File: src/rtl/sens_pkg.sv
// Shared helpers for the sensitivity counter.
// Assumes widths are positive integers.
package sens_pkg;
    // Width needed to hold a count from 0 to n.
    function automatic int cnt_width(input int n);
        return (n < 1) ? 1 : $clog2(n + 1);
    endfunction
endpackage

File: src/rtl/sens_tt_eval.sv
// Looks up a Boolean function of N inputs in a 2^N-bit truth table.
// Assumes bit v of TT is the function value at input pattern v.
module sens_tt_eval #(
    parameter int N = 4,
    parameter logic [(1<<N)-1:0] TT = '0
) (
    input  logic [N-1:0] pt,
    output logic         y
);
    // Purpose: index the table with the point.
    always_comb begin
        y = TT[pt];
    end
endmodule

File: src/rtl/sens_flip_bank.sv
// Evaluates the function at x and at each single-bit inversion of x,
// then XORs each flipped result against the original.
// Assumes TT holds a complete table.
module sens_flip_bank #(
    parameter int N = 4,
    parameter logic [(1<<N)-1:0] TT = '0
) (
    input  logic [N-1:0] x,
    output logic [N-1:0] diff
);
    localparam logic [N-1:0] ONE = N'(1);

    logic         base_y;
    logic [N-1:0] flip_y;

    sens_tt_eval #(.N(N), .TT(TT)) u_base (.pt(x), .y(base_y));

    for (genvar i = 0; i < N; i++) begin : g_flip
        logic [N-1:0] pt_i;
        // Purpose: share all bits except input i, which is inverted.
        always_comb begin
            pt_i = x ^ (ONE << i);
        end
        sens_tt_eval #(.N(N), .TT(TT)) u_eval (.pt(pt_i), .y(flip_y[i]));
        // Purpose: mark input i when its inversion changes the result.
        always_comb begin
            diff[i] = base_y ^ flip_y[i];
        end
    end
endmodule

File: src/rtl/sens_pair_tree.sv
// Sums N single-bit inputs with a queue-ordered pairwise adder tree.
// Slots 0..N-1 hold the inputs. Slot N+k holds the sum of slots 2k and 2k+1,
// so each adder takes the two oldest entries and appends its result.
// Every slot is CW bits wide; narrower sums are zero-padded.
module sens_pair_tree #(
    parameter int N  = 4,
    parameter int CW = 3
) (
    input  logic [N-1:0]  bits,
    output logic [CW-1:0] total
);
    localparam int SLOTS = 2 * N - 1;

    logic [CW-1:0] slot [SLOTS];

    for (genvar i = 0; i < N; i++) begin : g_leaf
        // Purpose: zero-extend each leaf to the common width.
        always_comb begin
            slot[i] = CW'(bits[i]);
        end
    end

    for (genvar k = 0; k < N - 1; k++) begin : g_add
        // Purpose: add the two oldest queue entries and append the result.
        always_comb begin
            slot[N + k] = slot[2 * k] + slot[2 * k + 1];
        end
    end

    // Purpose: the last appended entry is the full count.
    always_comb begin
        total = slot[SLOTS - 1];
    end
endmodule

File: src/rtl/sens_counter.sv
// Top level: reports which single-bit flips of x change f, and how many.
// x is sampled when start is 1. The results are registered, and valid
// pulses for one cycle after start. Reset is synchronous and active low.
module sens_counter #(
    parameter int N = 4,
    parameter logic [(1<<N)-1:0] TT = 16'h6A6A,
    localparam int CW = sens_pkg::cnt_width(N)
) (
    input  logic          clk,
    input  logic          rst_n,
    input  logic          start,
    input  logic [N-1:0]  x,
    output logic          valid,
    output logic [N-1:0]  diff,
    output logic [CW-1:0] sens
);
    logic [N-1:0]  diff_c;
    logic [CW-1:0] sens_c;

    sens_flip_bank #(.N(N), .TT(TT)) u_bank (.x(x), .diff(diff_c));
    sens_pair_tree #(.N(N), .CW(CW)) u_tree (.bits(diff_c), .total(sens_c));

    // Purpose: capture the results on start and pulse valid one cycle later.
    always_ff @(posedge clk) begin
        if (!rst_n) begin
            valid <= 1'b0;
            diff  <= '0;
            sens  <= '0;
        end else begin
            valid <= start;
            if (start) begin
                diff <= diff_c;
                sens <= sens_c;
            end
        end
    end
endmodule

File: config.mk
export PLATFORM = sky130hd
export DESIGN_NAME = sens_counter
export DESIGN_NICKNAME = d
export VERILOG_FILES = /design/src/rtl/sens_pkg.sv /design/src/rtl/sens_tt_eval.sv /design/src/rtl/sens_flip_bank.sv /design/src/rtl/sens_pair_tree.sv /design/src/rtl/sens_counter.sv
export SDC_FILE = /design/constraint.sdc
export NUM_CORES = 1
export LEC_CHECK = 0
export BUFFER_PORTS_ARGS = -buffer_cell sky130_fd_sc_hd__buf_2
export CAP_MARGIN = 30
export CORE_AREA = 2 2 39 41
export CTS_CLUSTER_SIZE = 28
export DETAILED_ROUTE_END_ITERATION = 7
export DIE_AREA = 0 0 41 43
export PLACE_DENSITY_LB_ADDON = 0.2
export SYNTH_ARGS = -nofsm -noshare
export SYNTH_HDL_FRONTEND = slang
export SYNTH_SLANG_ARGS = --single-unit
export TNS_END_PERCENT = 20
File: constraint.sdc
create_clock -name clk -period 1.4 [get_ports clk]
set_clock_uncertainty 0.05 [all_clocks]
set_input_delay 0.21 -clock clk [delete_from_list [all_inputs] [get_ports clk]]
set_output_delay 0.21 -clock clk [all_outputs]
set_load 0.01 [all_outputs]
==> impl_metrics.toml, run 1 <==
[cts]
post_cts_buffers = 0
cts_max_level = 1
clkSinkCount = 7
cts_buffer_depth = 2
clk_pin_slew_ns = 0.05
root_buffer = "clkbuf_4"
cts_hold_buf = 0
cts_resized = 0
cts_tree = "built"
cts_buffers = 3
clkLatencyLatePin_ns = 0.24

[placed_design]
portBuffers = 11
gp_congestion = 0.681
dp.cells = 55
dp_hpwl_um = 424

[floorplanning]
ios = 15
start_util_pct = 23.9
rows = 14
die_x_um = 41
die-area_mm2 = 0.00176
die_h_um = 43
core_mm2 = 0.00138

[finish]
layout.nets = 55
layout-drive-gt1-share_pct = 34.9
fill_cells = 163
final_cells = 59
diodes = 0
syn2layout_area_growth_pct = 23.9

[hold_path]
min_from = "rst_n"
min_path_cells = 2
hold_path_class = "in -> reg"

[synthesis]
synth_top_family_by_area = "adder cells"
async_reset_ff_share_pct = 0
ys_ff_latch = 7
synthMuxAreaShare_pct = 9.09
synth_most_common_cell = "dfxtp_1"
synth_compound_area_share_pct = 8.33
synth_top_area_share_pct = 42.4
synthFlopType = "dfxtp_1"
ys_warn_count = 0
synthTopCellsByCount = "dfxtp_1 (7), ha_1 (3), mux2i_1 (3), nor2b_1 (3)"
synth_xor_xnor_area_share_pct = 0
synth-edff-count = 0
synthAdderAreaFrac_pct = 17.4
yosysSeqAreaShare_pct = 42.4
synth_area_per_cell_um2 = 10.7
synthesis.area_um2 = 330
ys_types = 14
yosysTopAreaCell = "dfxtp_1"
synth.area.top_cells = "dfxtp_1 (42%), ha_1 (11%), mux2i_1 (9.1%)"
syn_inst = 31
synthSimpleGateAreaFrac_pct = 10.2

[setup_path]
r2r_cells = 1
worstPathRequired_ns = 1.49
cp-start-kind = "input port"
critPathTopFamily = "adder cells"
end_kind = "register"
cp_num_buf_inv = 1
cp_cell_sequence = "buf_2, ha_1, ha_1, ha_1, mux2i_1, nor2b_1"
criticalPathCategory = "in -> reg"
cp.depth = 6
r2r-start = "sens[1]"
cp_max_fo = 3
crit_start = "x[2]"
critPathMaxStageDelay_ns = 0.22
cp.arrival_ns = 1.08
slowest_stage = "ha_1"
path_common_cell = "ha_1"

[sta]
fmax_mhz = 1010
rsz0062_at_grt = "false"
tns_ns = 0
slew_violations = 0
setup_viol = 0
min_period_ns = 0.987
finalHoldViolations = 0
fin_crit_sh_pct = 70.5

[power_and_ir_drop]
p_leak_nw = 0.228
power_density_mw_per_mm2 = 1120
p_total_mw = 0.456
vdd_drop_max_v = 0.000349

[global_routing]
grt_overflow = 0
grt_pass1_vias = 211
grt_max_degree = 10
grtUsageTotal_pct = 8.26
antenna_found_initial = 0
grt_pass1_wl_um = 869

[routing]
top_layer = "met3"
drt_pre_antenna_iters = 4
drt_iter0_drc = 2
post_drt_via_cell_ratio = 3.85
drtAntennaViolNets = 0
vias = 227
routed-wl-met3_um = 51
wl_per_cell_um = 9.17
routed_wl_um = 541
drc = 0
met1_length_um = 256
dr_wl_met2_um = 233

[outcome]
status = "complete, no violations"

[run]
maxCapViolCount = 0
## routing by layer
layer / GRT usage [%] / up-vias
li1: - / 115
met1: 10.4 / 101
met2: 10.0 / 11
met3: 4.71 / 0
met4: 6.00 / 0
met5: 0 / -
## registers in the layout, indices dropped and copies added, names as in the netlist
signal,cells
diff,3
valid,1
sens,3
## layout by cell type (no fill, tap or decap)
cell / count
ha_1: 3
clkbuf_4: 3
nor2b_1: 3
o21a_1: 1
o211a_1: 2
nand2_1: 2
dfxtp_1: 7
mux2i_1: 3
buf_2: 11
fa_1: 1
and2_2: 1
conb_1: 3
inv_1: 2
clkbuf_1: 1
## final timing paths
kind	slack (ns)	end
worst max-delay path	0.41	sens[2]
worst min-delay path	0.19	diff[0]
worst max register to register	0.73	sens[1]
worst min register to register	0.40	diff[0]
## through the flow
stage | setup WS (ns) | hold WS, ns | instance area (µm²) | util, %
global placement | 0.169 | 0.383 | 383 | 27.7
global route | 0.382 | 0.187 | 409 | 29.6
CTS | 0.414 | 0.194 | 409 | 29.6
detailed placement | 0.142 | 0.388 | 383 | 27.7
floorplan | 0.233 | 0.278 | 334 | -
finish | 0.413 | 0.194 | 409 | 29.6
## cell families after synthesis
logic type                 after synthesis
muxes                                    3
and+or+nand+nor                          6
buffers and inverters                    6
other                                    2
adders and majority gates                4
DFF                                      7
AOI/OAI and AO/OA                        3
## final cells by class
class | instances | area [µm²] | share of cell area (%)
well taps | 16 | 20.0 | 4.89
clock buffers | 4 | 26.3 | 6.42
multi-input cells | 19 | 160 | 39.1
repair buffers | 11 | 55.1 | 13.5
flip-flops and latches | 7 | 140 | 34.3
inverters | 2 | 7.51 | 1.83
## report_power, final
group | total [mW] | internal [mW] | switching [mW]
Combinational | 0.0595 | 0.0281 | 0.0314
Sequential | 0.217 | 0.212 | 0.00516
Clock | 0.180 | 0.109 | 0.0713
Total | 0.456 | 0.348 | 0.108
(Power assumes the default switching activity.)
==> inputs of run 2 (changes only) <==
Clock period 1.4 ns to 0.9 ns, I/O delays scaled along.
==> run 2 against run 1 <==
Power rose by 68%. Die area did not move. Largest cell class unchanged. Sequential power rose by 59%. Design area grew 20%. Largest power group unchanged. Global-route usage grew 1.6 points. Utilization up 6.0 points.
==> impl_metrics.toml, run 2 (synthesized netlist as in run 1, its figures left out) <==
[cts]
cts_max_level = 1
clk_pin_slew_ns = 0.05
cts_tree = "built"
clkSinkCount = 7
root_buffer = "clkbuf_4"
cts_buffer_depth = 2
post_cts_buffers = 0
clkLatencyLatePin_ns = 0.25
cts_buffers = 3

[floorplanning]
rows = 14
start_util_pct = 23.9
ios = 15
die-area_mm2 = 0.00176
die_h_um = 43
die_x_um = 41
core_mm2 = 0.00138

[placed_design]
gp_congestion = 0.647
dp_slack_ns = -0.315
portBuffers = 11
dp.cells = 56
dp_hpwl_um = 442

[power_and_ir_drop]
netSwitchingFraction_pct = 24.8
combPwrFrac_pct = 17.0
power_frac_seq_pct = 45.0
switchingPower_mw = 0.190
p_total_mw = 0.766
p_leak_nw = 0.240
clockPowerShare_pct = 38.0
p_int_mw = 0.576
vdd_drop_max_v = 0.000610
power_density_mw_per_mm2 = 1560

[finish]
layout-drive-gt1-share_pct = 56.8
final_cell_mix = "dfxtp_2 (6), buf_6 (6), buf_2 (4)"
layout.nets = 56
largestRegisters = "diff (3), sens (3), valid (1)"
final_cells = 60
fin_util_pct = 35.5
syn2layout_area_growth_pct = 48.9
diodes = 0

[routing]
drt_iter0_drc = 2
routed_wl_um = 624
drtAntennaViolNets = 0
wl_per_cell_um = 10.4
vias = 237
drt_pre_antenna_iters = 2
post_drt_via_cell_ratio = 3.95
drc = 0

[setup_path]
critPathTopFamily = "flip-flops"
slowest_stage = "dfxtp_2"
cp_num_buf_inv = 1
end_kind = "output port"
critPathMaxStageDelay_ns = 0.32
cp.arrival_ns = 0.69
criticalPathCategory = "reg -> out"
cp_max_fo = 2
worstPathRequired_ns = 0.71
cp_cell_sequence = "buf_6"
cp-start-kind = "register"

[sta]
fmax_mhz = 1140
finalHoldViolations = 0
setup_viol = 0
min_period_ns = 0.877
layout_setup_ws_ns = 0.0232
rsz0062_at_grt = "true"
slew_violations = 0
fin_crit_sh_pct = 97.4

[global_routing]
gr-max-usage-layer = "met2"
grt_pass1_wl_um = 1060
grt_pass1_vias = 278
met3_usage_pct = 9.42
grt_max_degree = 10
grtUsageTotal_pct = 9.90
grt_overflow = 0
use_met2_pct = 14.4
grtUsageMet1_pct = 8.20
antenna_found_initial = 0

[run]
maxCapViolCount = 0

[outcome]
status = "complete, no violations"

[hold_path]
hold_path_class = "in -> reg"
==> run 2: repair_timing <==
| action | CTS | global route |
|---|---|---|
| endpoints found under the setup margin | 4 | 8 |
| hold buffers | 0 | 0 |
| pin swaps | 0 | 0 |
| resized for setup | 5 | 11 |
==> run 2: final timing paths <==
check        startpoint  endpoint  slack (ns)  cells after the start
max             sens[2]   sens[2]        0.02                      1
min               rst_n   diff[0]        0.11                      2
max reg2reg     sens[1]   sens[1]        0.20                      1
min reg2reg     diff[0]   diff[0]        0.40                      1
==> run 2: metal layers <==
layer | vias up | share of wire [%]
met5 | - | 0
met4 | 0 | 1.3
met3 | 2 | 9.1
met2 | 11 | 52
met1 | 108 | 38
li1 | 116 | -
==> run 2: area by class of cell <==
class,instances,area (µm²)
clock buffers,4,26.3
fillers,152,892
inverters,2,7.51
multi-input cells,19,188
flip-flops and latches,7,148
well taps,16,20.0
repair buffers,12,103
==> run 2: power groups by stage <==
stage,logic (mW),registers [mW],clock network (mW)
after floorplan,0.0568,0.353,0
after global placement,0.0970,0.343,0
after detailed placement,0.0998,0.344,0
after CTS,0.107,0.339,0.302
final,0.130,0.345,0.291
after global routing,0.145,0.347,0.334
==> run 2: metrics by stage <==
step	instance area, µm²	setup TNS [ns]	hold WS (ns)
global route	492	-0.0670	0.100
floorplan	337	-0.0584	0.203
global placement	393	-0.483	0.375
finish	492	0	0.106
CTS	438	0	0.111
detailed placement	393	-0.561	0.380
==> inputs of run 3 (changes only) <==
--- a/config.mk
+++ b/config.mk
@@ -7,2 +7,3 @@
 export LEC_CHECK = 0
+export ABC_AREA = 1
 export BUFFER_PORTS_ARGS = -buffer_cell sky130_fd_sc_hd__buf_2
==> constraint.sdc (replaced) <==
create_clock -name clk -period 0.9 [get_ports clk]
set_clock_uncertainty 0.05 [all_clocks]
set_input_delay 0 -clock clk [delete_from_list [all_inputs] [get_ports clk]]
set_output_delay 0 -clock clk [all_outputs]
set_load 0.01 [all_outputs]
==> run 3 against run 2 <==
Clock-buffer cell count stayed put. Setup slack better by 0.13 ns. Wire length is 8.0% lower. Design area is 8.1% lower. Die area did not move. Sequential share of layout area increased by 1.0 points. Synthesized area up 2.3%. First-iteration DRC count decreased by 50%. Register-to-register slack better by 0.09 ns. Critical path type is now in -> reg. Largest cell class unchanged. Largest power group unchanged. Highest routed layer unchanged.
==> impl_metrics.toml, run 3 <==
[outcome]
status = "complete, no violations"

[cts]
cts_tree = "built"
root_buffer = "clkbuf_4"
cts_hold_buf = 1
cts_max_level = 1
clk_pin_slew_ns = 0.05
post_cts_buffers = 0
clkSinkCount = 7
cts_resized = 0
clkLatencyLatePin_ns = 0.24
cts_buffer_depth = 2
cts_buffers = 3

[setup_path]
critPathMaxStageDelay_ns = 0.23
worstReg2RegEnd = "diff[2]"
cp-start-kind = "input port"
end_kind = "register"
cp_cell_sequence = "buf_2, ha_1, ha_2, ha_1, inv_1, nand2_1, nand2_1, nor2_1"
r2r_cells = 2
cp-endpoint = "sens[2]"
reg2reg_setup_slack_ns = 0.29
crit_start = "x[2]"
cp.depth = 8
slowest_stage = "ha_1"
worstPathRequired_ns = 0.99
r2r-start = "diff[2]"
criticalPathCategory = "in -> reg"
cp_num_buf_inv = 2
cp.arrival_ns = 0.84
cp_max_fo = 2
critPathTopFamily = "adder cells"

[routing]
wl_per_cell_um = 7.55
drtAntennaViolNets = 0
routed_wl_um = 574
post_drt_via_cell_ratio = 3.80
drc = 0
vias = 289
drt_pre_antenna_iters = 2
drt_iter0_drc = 1

[sta]
holdWs_ns = 0.0532
fin_crit_sh_pct = 83.3
slew_violations = 0
min_period_ns = 0.750
setup_viol = 0
fmax_mhz = 1330
rsz0062_at_grt = "false"
tns_ns = 0
finalHoldViolations = 0

[finish]
final_cells = 76
layout-drive-gt1-share_pct = 33.3
diodes = 0
final_cell_mix = "nand2_1 (12), buf_2 (11), nor2_1 (9)"
fin_util_pct = 32.6
layout.nets = 72
syn2layout_area_growth_pct = 33.7
largestRegisters = "diff (3), sens (3), valid (1)"
final_common_cell = "nand2_1"

[synthesis]
synthSimpleGateAreaFrac_pct = 27.0
synth_top_area_share_pct = 41.5
synth_most_common_cell = "nand2_1"
ys_warn_count = 0
synth_compound_area_share_pct = 0
synthAdderAreaFrac_pct = 17.0
synth_top_family_by_area = "simple AND/OR/NAND/NOR gates"
ys_types = 12
synth.area.top_cells = "dfxtp_1 (41%), nand2_1 (13%), ha_1 (11%)"
synthTopCellsByCount = "nand2_1 (12), nor2_1 (9), dfxtp_1 (7), inv_1 (4), ha_1 (3)"
synth-edff-count = 0
synthMuxAreaShare_pct = 0
ys_ff_latch = 7
async_reset_ff_share_pct = 0
synthesis.area_um2 = 338
yosysTopAreaCell = "dfxtp_1"
syn_inst = 44
synth_area_per_cell_um2 = 7.68
synthFlopType = "dfxtp_1"
yosysSeqAreaShare_pct = 41.5
synth_xor_xnor_area_share_pct = 0

[hold_path]
hold_path_class = "in -> reg"

[power_and_ir_drop]
switchingPower_mw = 0.183
power_density_mw_per_mm2 = 1640
vdd_drop_max_v = 0.000371
combPwrFrac_pct = 16.5
p_int_mw = 0.557
power_frac_seq_pct = 46.2
p_leak_nw = 0.257
clockPowerShare_pct = 37.3
netSwitchingFraction_pct = 24.7

[placed_design]
dp.cells = 71
gp_congestion = 0.624
dp_hpwl_um = 442
portBuffers = 11

[global_routing]
grt_max_degree = 12
grt_pass1_vias = 255
grt_pass1_wl_um = 1020
antenna_found_initial = 0
grtUsageTotal_pct = 9.15
grt_overflow = 0

[floorplanning]
die_x_um = 41
core_mm2 = 0.00138
start_util_pct = 24.4
die-area_mm2 = 0.00176
die_h_um = 43
rows = 14
ios = 15

[run]
maxCapViolCount = 0
## run 3: cell types whose count changed after synthesis
cell and change:
nand2_1 +10, nor2_1 +9, mux2i_1 -3, nor2b_1 -3, inv_1 +2, o211a_1 -2, and2_2 -1, nand2_2 +1
nor2_2 +1, o21a_1 -1
## run 3: through the flow
stage               setup slack (ns)  instance area (µm²)  total power [mW]
floorplan                     0.0852                  344             0.425
global placement             -0.0958                  415             0.466
detailed placement            -0.114                  415             0.470
CTS                            0.137                  452             0.760
global route                  0.0720                  452             0.809
finish                         0.150                  452             0.740
## run 3: layer usage
metal  global-route usage [%]  wire, µm  vias up
li1                         -         -      154
met1                     11.0       266      123
met2                     12.2       263       10
met3                     1.57        37        2
met4                     10.0         7        0
met5                        0         0        -
## run 3: tightest hold or removal path: cells and delay by family
family,cells,cell delay (ns)
simple gates,1,0.09
buf+inv,2,0.21
## run 3: layout make-up
class                      count  area, µm²
clock buffer                   4       26.3
inverter                       4       15.0
sequential                     7        140
fill                         154        932
multi-input combinational     30        163
timing repair buffer          15       87.6
tap                           16       20.0
## run 3: logic make-up after synthesis
family | Yosys count
and+or+nand+nor | 23
buffers and inverters | 8
DFF | 7
adders and majority gates | 4
other | 2
## run 3: how the worst min path moves through the flow
| stage | from | end | cells after the start |
|---|---|---|---|
| 2_1_floorplan | rst_n | diff[0] | 2 |
| 3_3_place_gp | rst_n | sens[2] | 3 |
| 3_5_place_dp | rst_n | sens[2] | 3 |
| 4_1_cts | start | valid | 3 |
| 5_1_grt | start | valid | 3 |
| 6_report | start | valid | 3 |
## run 3: power by group through the flow
stage,clock network (mW),registers (mW),logic (mW)
after global routing,0.319,0.344,0.145
final,0.276,0.342,0.122
after detailed placement,0,0.348,0.121
after floorplan,0,0.361,0.0648
after global placement,0,0.348,0.118
after CTS,0.293,0.342,0.125
